--- src/rtl/apb_mon_pkg.sv ---
package apb_mon_pkg;
  localparam int NUM_ERR = 5;
  localparam int ERR_REPEAT_SETUP = 0;
  localparam int ERR_MISSED_ACCESS = 1;
  localparam int ERR_UNSTABLE = 2;
  localparam int ERR_ORPHAN_ENABLE = 3;
  localparam int ERR_ABORT = 4;

  typedef enum logic [1:0] {
    PH_IDLE  = 2'd0,
    PH_SETUP = 2'd1,
    PH_WAIT  = 2'd2
  } phase_t;

  typedef struct packed {
    logic               capture;
    logic [NUM_ERR-1:0] viol;
    logic               done;
  } ctrlStrobe_t;
endpackage

--- src/rtl/apb_mon_ctrl.sv ---
module apb_mon_ctrl
  import apb_mon_pkg::*;
(
  input  logic        clk,
  input  logic        rstN,
  input  logic        busSel,
  input  logic        busEnable,
  input  logic        busReady,
  input  logic        mismatch,
  output ctrlStrobe_t strobe
);
  phase_t phase, nextPhase;

  logic presentCyc, accessCyc;
  assign presentCyc = busSel && !busEnable;
  assign accessCyc  = busSel && busEnable;

  always_comb begin
    strobe    = '0;
    nextPhase = phase;
    unique case (phase)
      PH_IDLE: begin
        if (presentCyc) begin
          strobe.capture = 1'b1;
          nextPhase      = PH_SETUP;
        end else if (accessCyc) begin
          strobe.viol[ERR_ORPHAN_ENABLE] = 1'b1;
          nextPhase                      = PH_IDLE;
        end
      end
      PH_SETUP, PH_WAIT: begin
        if (accessCyc) begin
          strobe.viol[ERR_UNSTABLE] = mismatch;
          if (busReady) begin
            strobe.done = !mismatch;
            nextPhase   = PH_IDLE;
          end else begin
            nextPhase = PH_WAIT;
          end
        end else begin
          if (phase == PH_SETUP) begin
            if (presentCyc) strobe.viol[ERR_REPEAT_SETUP] = 1'b1;
            else            strobe.viol[ERR_MISSED_ACCESS] = 1'b1;
          end else begin
            strobe.viol[ERR_ABORT] = 1'b1;
          end
          if (presentCyc) begin
            strobe.capture = 1'b1;
            nextPhase      = PH_SETUP;
          end else begin
            nextPhase = PH_IDLE;
          end
        end
      end
      default: nextPhase = PH_IDLE;
    endcase
  end

  always_ff @(posedge clk) begin
    if (!rstN) phase <= PH_IDLE;
    else       phase <= nextPhase;
  end
endmodule

--- src/rtl/apb_mon_datapath.sv ---
module apb_mon_datapath
  import apb_mon_pkg::*;
#(
  parameter int ADDR_W = 12,
  parameter int DATA_W = 32
) (
  input  logic               clk,
  input  logic               rstN,
  input  logic [ADDR_W-1:0]  busAddr,
  input  logic               busWrite,
  input  logic [DATA_W-1:0]  busWdata,
  input  ctrlStrobe_t        strobe,
  output logic               mismatch,
  output logic [NUM_ERR-1:0] errPulse,
  output logic [NUM_ERR-1:0] errSticky,
  output logic               donePulse
);
  logic [ADDR_W-1:0] capAddr;
  logic              capWrite;
  logic [DATA_W-1:0] capWdata;

  always_ff @(posedge clk) begin
    if (!rstN) begin
      capAddr  <= '0;
      capWrite <= 1'b0;
      capWdata <= '0;
    end else if (strobe.capture) begin
      capAddr  <= busAddr;
      capWrite <= busWrite;
      capWdata <= busWdata;
    end
  end

  logic addrDiff, dirDiff, dataDiff;
  assign addrDiff = busAddr != capAddr;
  assign dirDiff  = busWrite != capWrite;
  assign dataDiff = capWrite && (busWdata != capWdata);
  assign mismatch = addrDiff || dirDiff || dataDiff;

  always_ff @(posedge clk) begin
    if (!rstN) begin
      errPulse  <= '0;
      donePulse <= 1'b0;
    end else begin
      errPulse  <= strobe.viol;
      donePulse <= strobe.done;
    end
  end

  for (genvar i = 0; i < NUM_ERR; i++) begin : g_sticky
    always_ff @(posedge clk) begin
      if (!rstN)              errSticky[i] <= 1'b0;
      else if (strobe.viol[i]) errSticky[i] <= 1'b1;
    end
  end
endmodule

--- src/rtl/apb_phase_monitor.sv ---
module apb_phase_monitor
  import apb_mon_pkg::*;
#(
  parameter int ADDR_W = 12,
  parameter int DATA_W = 32
) (
  input  logic              clk,
  input  logic              rstN,
  input  logic              busSel,
  input  logic              busEnable,
  input  logic              busReady,
  input  logic [ADDR_W-1:0] busAddr,
  input  logic              busWrite,
  input  logic [DATA_W-1:0] busWdata,
  output logic [4:0]        errPulse,
  output logic [4:0]        errSticky,
  output logic              donePulse
);
  ctrlStrobe_t strobe;
  logic        mismatch;

  apb_mon_ctrl u_ctrl (
    .clk       (clk),
    .rstN      (rstN),
    .busSel    (busSel),
    .busEnable (busEnable),
    .busReady  (busReady),
    .mismatch  (mismatch),
    .strobe    (strobe)
  );

  apb_mon_datapath #(.ADDR_W(ADDR_W), .DATA_W(DATA_W)) u_dp (
    .clk       (clk),
    .rstN      (rstN),
    .busAddr   (busAddr),
    .busWrite  (busWrite),
    .busWdata  (busWdata),
    .strobe    (strobe),
    .mismatch  (mismatch),
    .errPulse  (errPulse),
    .errSticky (errSticky),
    .donePulse (donePulse)
  );
endmodule

--- config.mk ---
export PLATFORM = sky130hd
export DESIGN_NAME = apb_phase_monitor
export DESIGN_NICKNAME = d
export VERILOG_FILES = /design/src/rtl/apb_mon_pkg.sv /design/src/rtl/apb_mon_ctrl.sv /design/src/rtl/apb_mon_datapath.sv /design/src/rtl/apb_phase_monitor.sv
export SDC_FILE = /design/constraint.sdc
export NUM_CORES = 1
export LEC_CHECK = 0
export CAP_MARGIN = 20
export CORE_ASPECT_RATIO = 1.25
export CORE_MARGIN = 1.5
export CORE_UTILIZATION = 40
export CTS_CLUSTER_DIAMETER = 200
export DETAILED_ROUTE_END_ITERATION = 10
export DONT_BUFFER_PORTS = 1
export PLACE_DENSITY_LB_ADDON = 0.3
export SYNTH_ARGS = -nofsm -noshare
export SYNTH_HDL_FRONTEND = slang
export SYNTH_HIERARCHICAL = 1
export SYNTH_SLANG_ARGS = --single-unit
--- constraint.sdc ---
create_clock -name clk -period 2.45 [get_ports clk]
set_input_delay 0.3675 -clock clk [delete_from_list [all_inputs] [get_ports clk]]
set_output_delay 0.3675 -clock clk [all_outputs]
set_load 0.05 [all_outputs]
==> results of run 1 <==
## kinds of logic (layout without fill, tap and decap cells)
group                    count (synthesis)  after routing  synth area share
AO/OA/AOI/OAI                            9              9            0.0306
XOR/XNOR                                45             45             0.146
adder cells (fa/ha/maj)                  3              3            0.0139
buffers and inverters                   17             22            0.0311
flip-flops                              58             58             0.430
multiplexers                            45             45             0.167
AND/OR/NAND/NOR                         78             78             0.181
## final cells by class
type | instances | area, sq um | share of cell area
clock inverter | 4 | 72.6 | 0.0242
multi-input combinational | 180 | 1460 | 0.485
inverter | 5 | 18.8 | 0.00625
clock buffer | 12 | 165 | 0.0550
tap | 87 | 109 | 0.0362
sequential | 58 | 1160 | 0.387
timing repair buffer | 1 | 20.0 | 0.00666
## path summary, 6_finish.rpt
kind                            slack, ns                      startpoint                              to
worst max-delay path                 0.56    u_ctrl/phase[1]$_SDFFE_PN0P_  u_dp/capWdata[10]$_SDFFE_PN0P_
worst min-delay path                 0.14                        busReady    u_ctrl/phase[1]$_SDFFE_PN0P_
worst max register to register       0.56    u_ctrl/phase[1]$_SDFFE_PN0P_  u_dp/capWdata[10]$_SDFFE_PN0P_
worst min register to register       0.53  u_dp/capWdata[25]$_SDFFE_PN0P_  u_dp/capWdata[25]$_SDFFE_PN0P_
## report_power, final
group	total (mW)	switching, mW	internal (mW)	leakage (nW)
logic	0.186	0.0795	0.107	0.582
registers	1.03	0.0449	0.988	0.473
clock network	1.01	0.360	0.654	0.119
## cells in the final DEF (no fill, tap or decap)
cell type / count
dfxtp_1: 58
mux2i_1: 45
nor2b_1: 45
xor2_1: 37
clkbuf_8: 12
nor4_1: 9
xnor2_1: 8
and2_1: 6
inv_1: 5
o21a_1: 5
nor2_1: 4
nand4_1: 4
ha_1: 3
bufinv_16: 2
nand4b_1: 2
o41ai_2: 2
clkinv_2: 1
clkinvlp_4: 1
nand2b_1: 1
nor3_2: 1
nand2_1: 1
nand3_2: 1
nor3b_2: 1
a211oi_1: 1
and3_2: 1
nor3_1: 1
o21ai_1: 1
nand3_1: 1
buf_12: 1
## flip-flops by register name (all words and copies together) (netlist names)
register,cells
u_dp/donePulse,1
u_dp/errPulse,5
u_ctrl/phase,2
u_dp/errSticky,5
u_dp/capWdata,32
u_dp/capWrite,1
u_dp/capAddr,12
## through the flow
step	area [sq um]	hold WS [ns]	setup slack [ns]	instances	power, mW
6_report	3000	0.137	0.555	347	2.23
5_1_grt	3000	0.117	0.386	347	2.35
4_1_cts	3000	0.116	0.570	347	2.28
3_5_place_dp	2770	0.475	0.567	331	1.24
3_3_place_gp	2770	0.470	0.589	331	1.24
2_1_floorplan	2700	0.467	0.617	255	1.22
## routing by layer
metal,vias up,GRT usage
met2,40,0.248
met3,9,0.0589
met4,0,0.0880
met5,-,0
met1,768,0.147
li1,851,-
==> impl_metrics.toml, run 1 <==
[critical_path]
required_ns = 2.67
crit_slowest_cell = "dfxtp_1"
arrival_ns = 2.11
cpPeakStageDelay_ns = 0.38
cp_num_buf_inv = 2
endpoint_kind = "flop"
startpoint_type = "flop"
r2r_cells = 7
worstPathMaxFanout = 45
cp.depth = 7
critPathKind = "flop to flop"
crit_chain = "inv_1 -> ha_1 -> nor2_1 -> nor3_2 -> buf_12 -> mux2i_1 -> nor2b_1"
crit_family = "buffers and inverters"

[clocking]
insertion_delay_ns = 0.32
cts_setup_buffers = 0
clk_pin_slew_ns = 0.06
htree_num_levels = 3
cts-buffers-inserted = 9
cts_sinks = 58
cts_resized = 0
clockBufferDepth = 2
cts_tree = "built"
cts_hold_buf = 0
clockRootBuffer = "clkbuf_8"

[sta]
rsz0062_at_grt = "false"
fin_skew_ns = 0.00366
period_share = 0.773
tns_ns = 0
period_minus_slack_ns = 1.89
slew_violations = 0
finalHoldViolCount = 0
fmax_mhz = 528
maxSlewHeadroom = 0.660
tightest_slew_ns = 0.510
setup_violations = 0

[die]
die_h_um = 94.8
die_w_um = 76.5
row_count = 33
pin_count = 61
initial_core_util = 0.414
core_sq_um = 6520
dieArea_sq_um = 7250

[power_and_ir_drop]
powerDensity_nw_per_um2 = 743
p_leak_nw = 1.17
ir_drop_mv = 0.333

[drt]
dr.pass1.iters = 4
wl_met2_mm = 2.34
top_layer = "met4"
wl_met1_mm = 2.00
vias = 1668
avgViaCountPerCell = 4.81
wl_per_cell_um = 13.9
dr.first_iter.drc_count = 54
ant_nets = 0
drt-total-wl_mm = 4.81
route.met3.wl_um = 377
drc = 0

[layout]
nets = 308
final_util = 0.460
nFillCells = 634
insertedDiodeCount = 0
area.growth.synth_to_final_pct = 11.4
drive_gt1_frac = 0.0885

[synth]
syn_inst = 255
synth_async_sr_flop_share = 0
synth_common_cells = "58 x dfxtp_1, 45 x mux2i_1, 45 x nor2b_1"
synth_top_area_share = 0.430
ys_types = 26
synth_area_per_cell_sq_um = 10.6
synth-seq-cells = 58
yosysTopAreaCell = "dfxtp_1"
yosysMostFrequentCell = "dfxtp_1"
syn_nets = 308
netlist_top_cells_area = "dfxtp_1 43%, mux2i_1 17%, xor2_1 12%, nor2b_1 10%, xnor2_1 2.6%"
syn_area_sq_um = 2700
yosysSeqAreaShare = 0.430
ys_warn_count = 6
synth_edf_count = 0
synth_flop_cell = "dfxtp_1"

[run]
maxCapViolations = 0

[worst_hold_path]
hold_class = "input pin to flop"
hold_depth = 1

[grt]
grt_max_degree = 60
grtUsageTotal = 0.144
gr-total-overflow = 0
grt_first_pass_wirelength_mm = 7.90
grt_pass1_vias = 1754
antenna_found_initial = 0

[placement]
place_congestion = 0.686
io_buffers = 0
dp_hpwl_mm = 3.28

[outcome]
status = "finished clean"
Power figures use the tool's default switching activity.
==> inputs of run 2 (changes only) <==
clock period = 1.7 ns   (was 2.45 ns; I/O delays follow)
==> run 2 against run 1 <==
Net effect:
- the flow now finishes with violations (negative setup slack)
- highest routed layer unchanged
- largest cell class unchanged
- via count is 4.6% higher
- design area is 6.5% higher
- count of clock-buffer cells in the layout is 2 higher
- critical endpoint is now u_dp/errSticky[2]$_SDFFE_PN0P_
- non-clock buffer count is 13 higher
- first-iteration DRC count is 24% higher
==> impl_metrics.toml, run 2 (synthesized netlist as in run 1, its figures left out) <==
[placement]
io_buffers = 0
dp_hpwl_mm = 3.67
dp.cells = 339
place_congestion = 0.694
placed_cell_area_sq_um = 2860

[drt]
drt-total-wl_mm = 5.41
drc = 0
ant_nets = 0
wl_per_cell_um = 15.0
vias = 1744
dr.first_iter.drc_count = 67
avgViaCountPerCell = 4.84
dr.pass1.iters = 3

[grt]
grt_first_pass_wirelength_mm = 8.45
gr-total-overflow = 0
grt_pass1_vias = 1840
antenna_found_initial = 0
grtUsageTotal = 0.153
grt_max_degree = 60

[clocking]
insertion_delay_ns = 0.33
htree_num_levels = 3
cts_sinks = 58
cts-buffers-inserted = 9
clockRootBuffer = "clkbuf_8"
cts_tree = "built"
clk_pin_slew_ns = 0.06
clockBufferDepth = 2

[layout]
nets = 321
nFillCells = 653
mostFrequentLayoutCells = "53 x dfxtp_1, 45 x nor2b_1, 44 x mux2i_1"
reg_top3 = "u_dp/capWdata: 32 flops, u_dp/capAddr: 12 flops"
multi_input_area_sq_um = 1520
final_cell_area_sq_um = 3200
area.growth.synth_to_final_pct = 18.6
ff_latch_area_sq_um = 1170
layout_commonest_cell = "dfxtp_1"
largest_register_ffs = 32
drive_gt1_frac = 0.179
top_register = "u_dp/capWdata"
insertedDiodeCount = 0
stdcell_count = 360

[critical_path]
critPathKind = "flop to flop"
required_ns = 1.93
worstPathMaxFanout = 2
arrival_ns = 1.94
endpoint_kind = "flop"
startpoint_type = "flop"

[outcome]
violations = "negative setup slack"
status = "finished with violations"

[die]
initial_core_util = 0.414
dieArea_sq_um = 7250
pin_count = 61
row_count = 33
die_w_um = 76.5
core_sq_um = 6520
die_h_um = 94.8

[sta]
finalHoldViolCount = 0
fmax_mhz = 583
tightest_slew_ns = 0.530
period_share = 1.01
period_minus_slack_ns = 1.71
setup_slack_ns = -0.0139
rsz0062_at_grt = "true"
fin_skew_ns = 0.00511
slew_violations = 0
setup_violations = 1
maxSlewHeadroom = 0.646

[worst_hold_path]
hold_class = "input pin to flop"

[power_and_ir_drop]
p_leak_nw = 1.25
power.total_mw = 2.99
ir_drop_mv = 0.559
powerDensity_nw_per_um2 = 936

[run]
maxCapViolations = 0
-- run 2: changes by cell type in the layout (fill, tap and decap cells not counted), moves of 3 or more --
cell	change
nor4_1	-4
clkbuf_16	+3
dfxtp_1	-5
buf_4	+5
dfxtp_2	+5
nor4_2	+4
-- run 2: final timing paths --
check,start,cells after the start,to,slack [ns]
worst max-delay path,u_dp/capWdata[23]$_SDFFE_PN0P_,9,u_dp/errSticky[2]$_SDFFE_PN0P_,-0.01
worst min-delay path,rstN,1,u_dp/errSticky[0]$_SDFFE_PN0P_,0.04
worst max register to register,u_dp/capWdata[23]$_SDFFE_PN0P_,9,u_dp/errSticky[2]$_SDFFE_PN0P_,-0.01
worst min register to register,u_dp/capWdata[31]$_SDFFE_PN0P_,2,u_dp/capWdata[31]$_SDFFE_PN0P_,0.52
-- run 2: report_power, final --
| group | total, mW | internal (mW) | switching (mW) |
|---|---|---|---|
| registers | 1.49 | 1.43 | 0.0650 |
| logic | 0.348 | 0.206 | 0.141 |
| clock network | 1.16 | 0.645 | 0.512 |
| total | 2.99 | 2.28 | 0.718 |
-- run 2: stage by stage --
stage               setup WS (ns)  hold slack (ns)  setup TNS (ns)   util
finish                    -0.0139           0.0410         -0.0139  0.490
floorplan                  0.0299            0.354               0      -
CTS                       -0.0512          0.00215         -0.0931  0.469
global route               -0.149           0.0305           -1.30  0.490
global placement          -0.0652            0.360          -0.142  0.439
detailed placement        -0.0614            0.362          -0.205  0.439
-- run 2: worst max-delay path: stages (launching register included) --
cell and delay [ns]:
dfxtp_2 0.33, xor2_2 0.14, nor4_2 0.30, buf_4 0.15
nand4_1 0.11, o21ai_1 0.16, nand3_1 0.13, inv_1 0.08
nor2_1 0.05, o21a_1 0.16
-- run 2: repair_timing --
item,4_1_cts,5_1_grt
setup endpoints to repair,27,43
hold buffers,0,1
cloned,0,3
resized for setup,4,14
hold endpoints to repair,0,1
buffers inserted,0,1
pin swaps,3,6
-- run 2: layout make-up --
| type | count | share of cell area |
|---|---|---|
| Multi-Input combinational cell | 180 | 0.474 |
| Sequential cell | 58 | 0.365 |
| Timing Repair Buffer | 14 | 0.0641 |
| Clock buffer | 14 | 0.0540 |
| Tap cell | 87 | 0.0340 |
| Inverter | 5 | 0.00587 |
| Clock inverter | 2 | 0.00313 |
-- run 2: routing by layer --
layer | global-route usage | wire length, um
met1 | 0.165 | 2290
met2 | 0.252 | 2530
met3 | 0.0647 | 457
met4 | 0.0880 | 123
met5 | 0 | 0
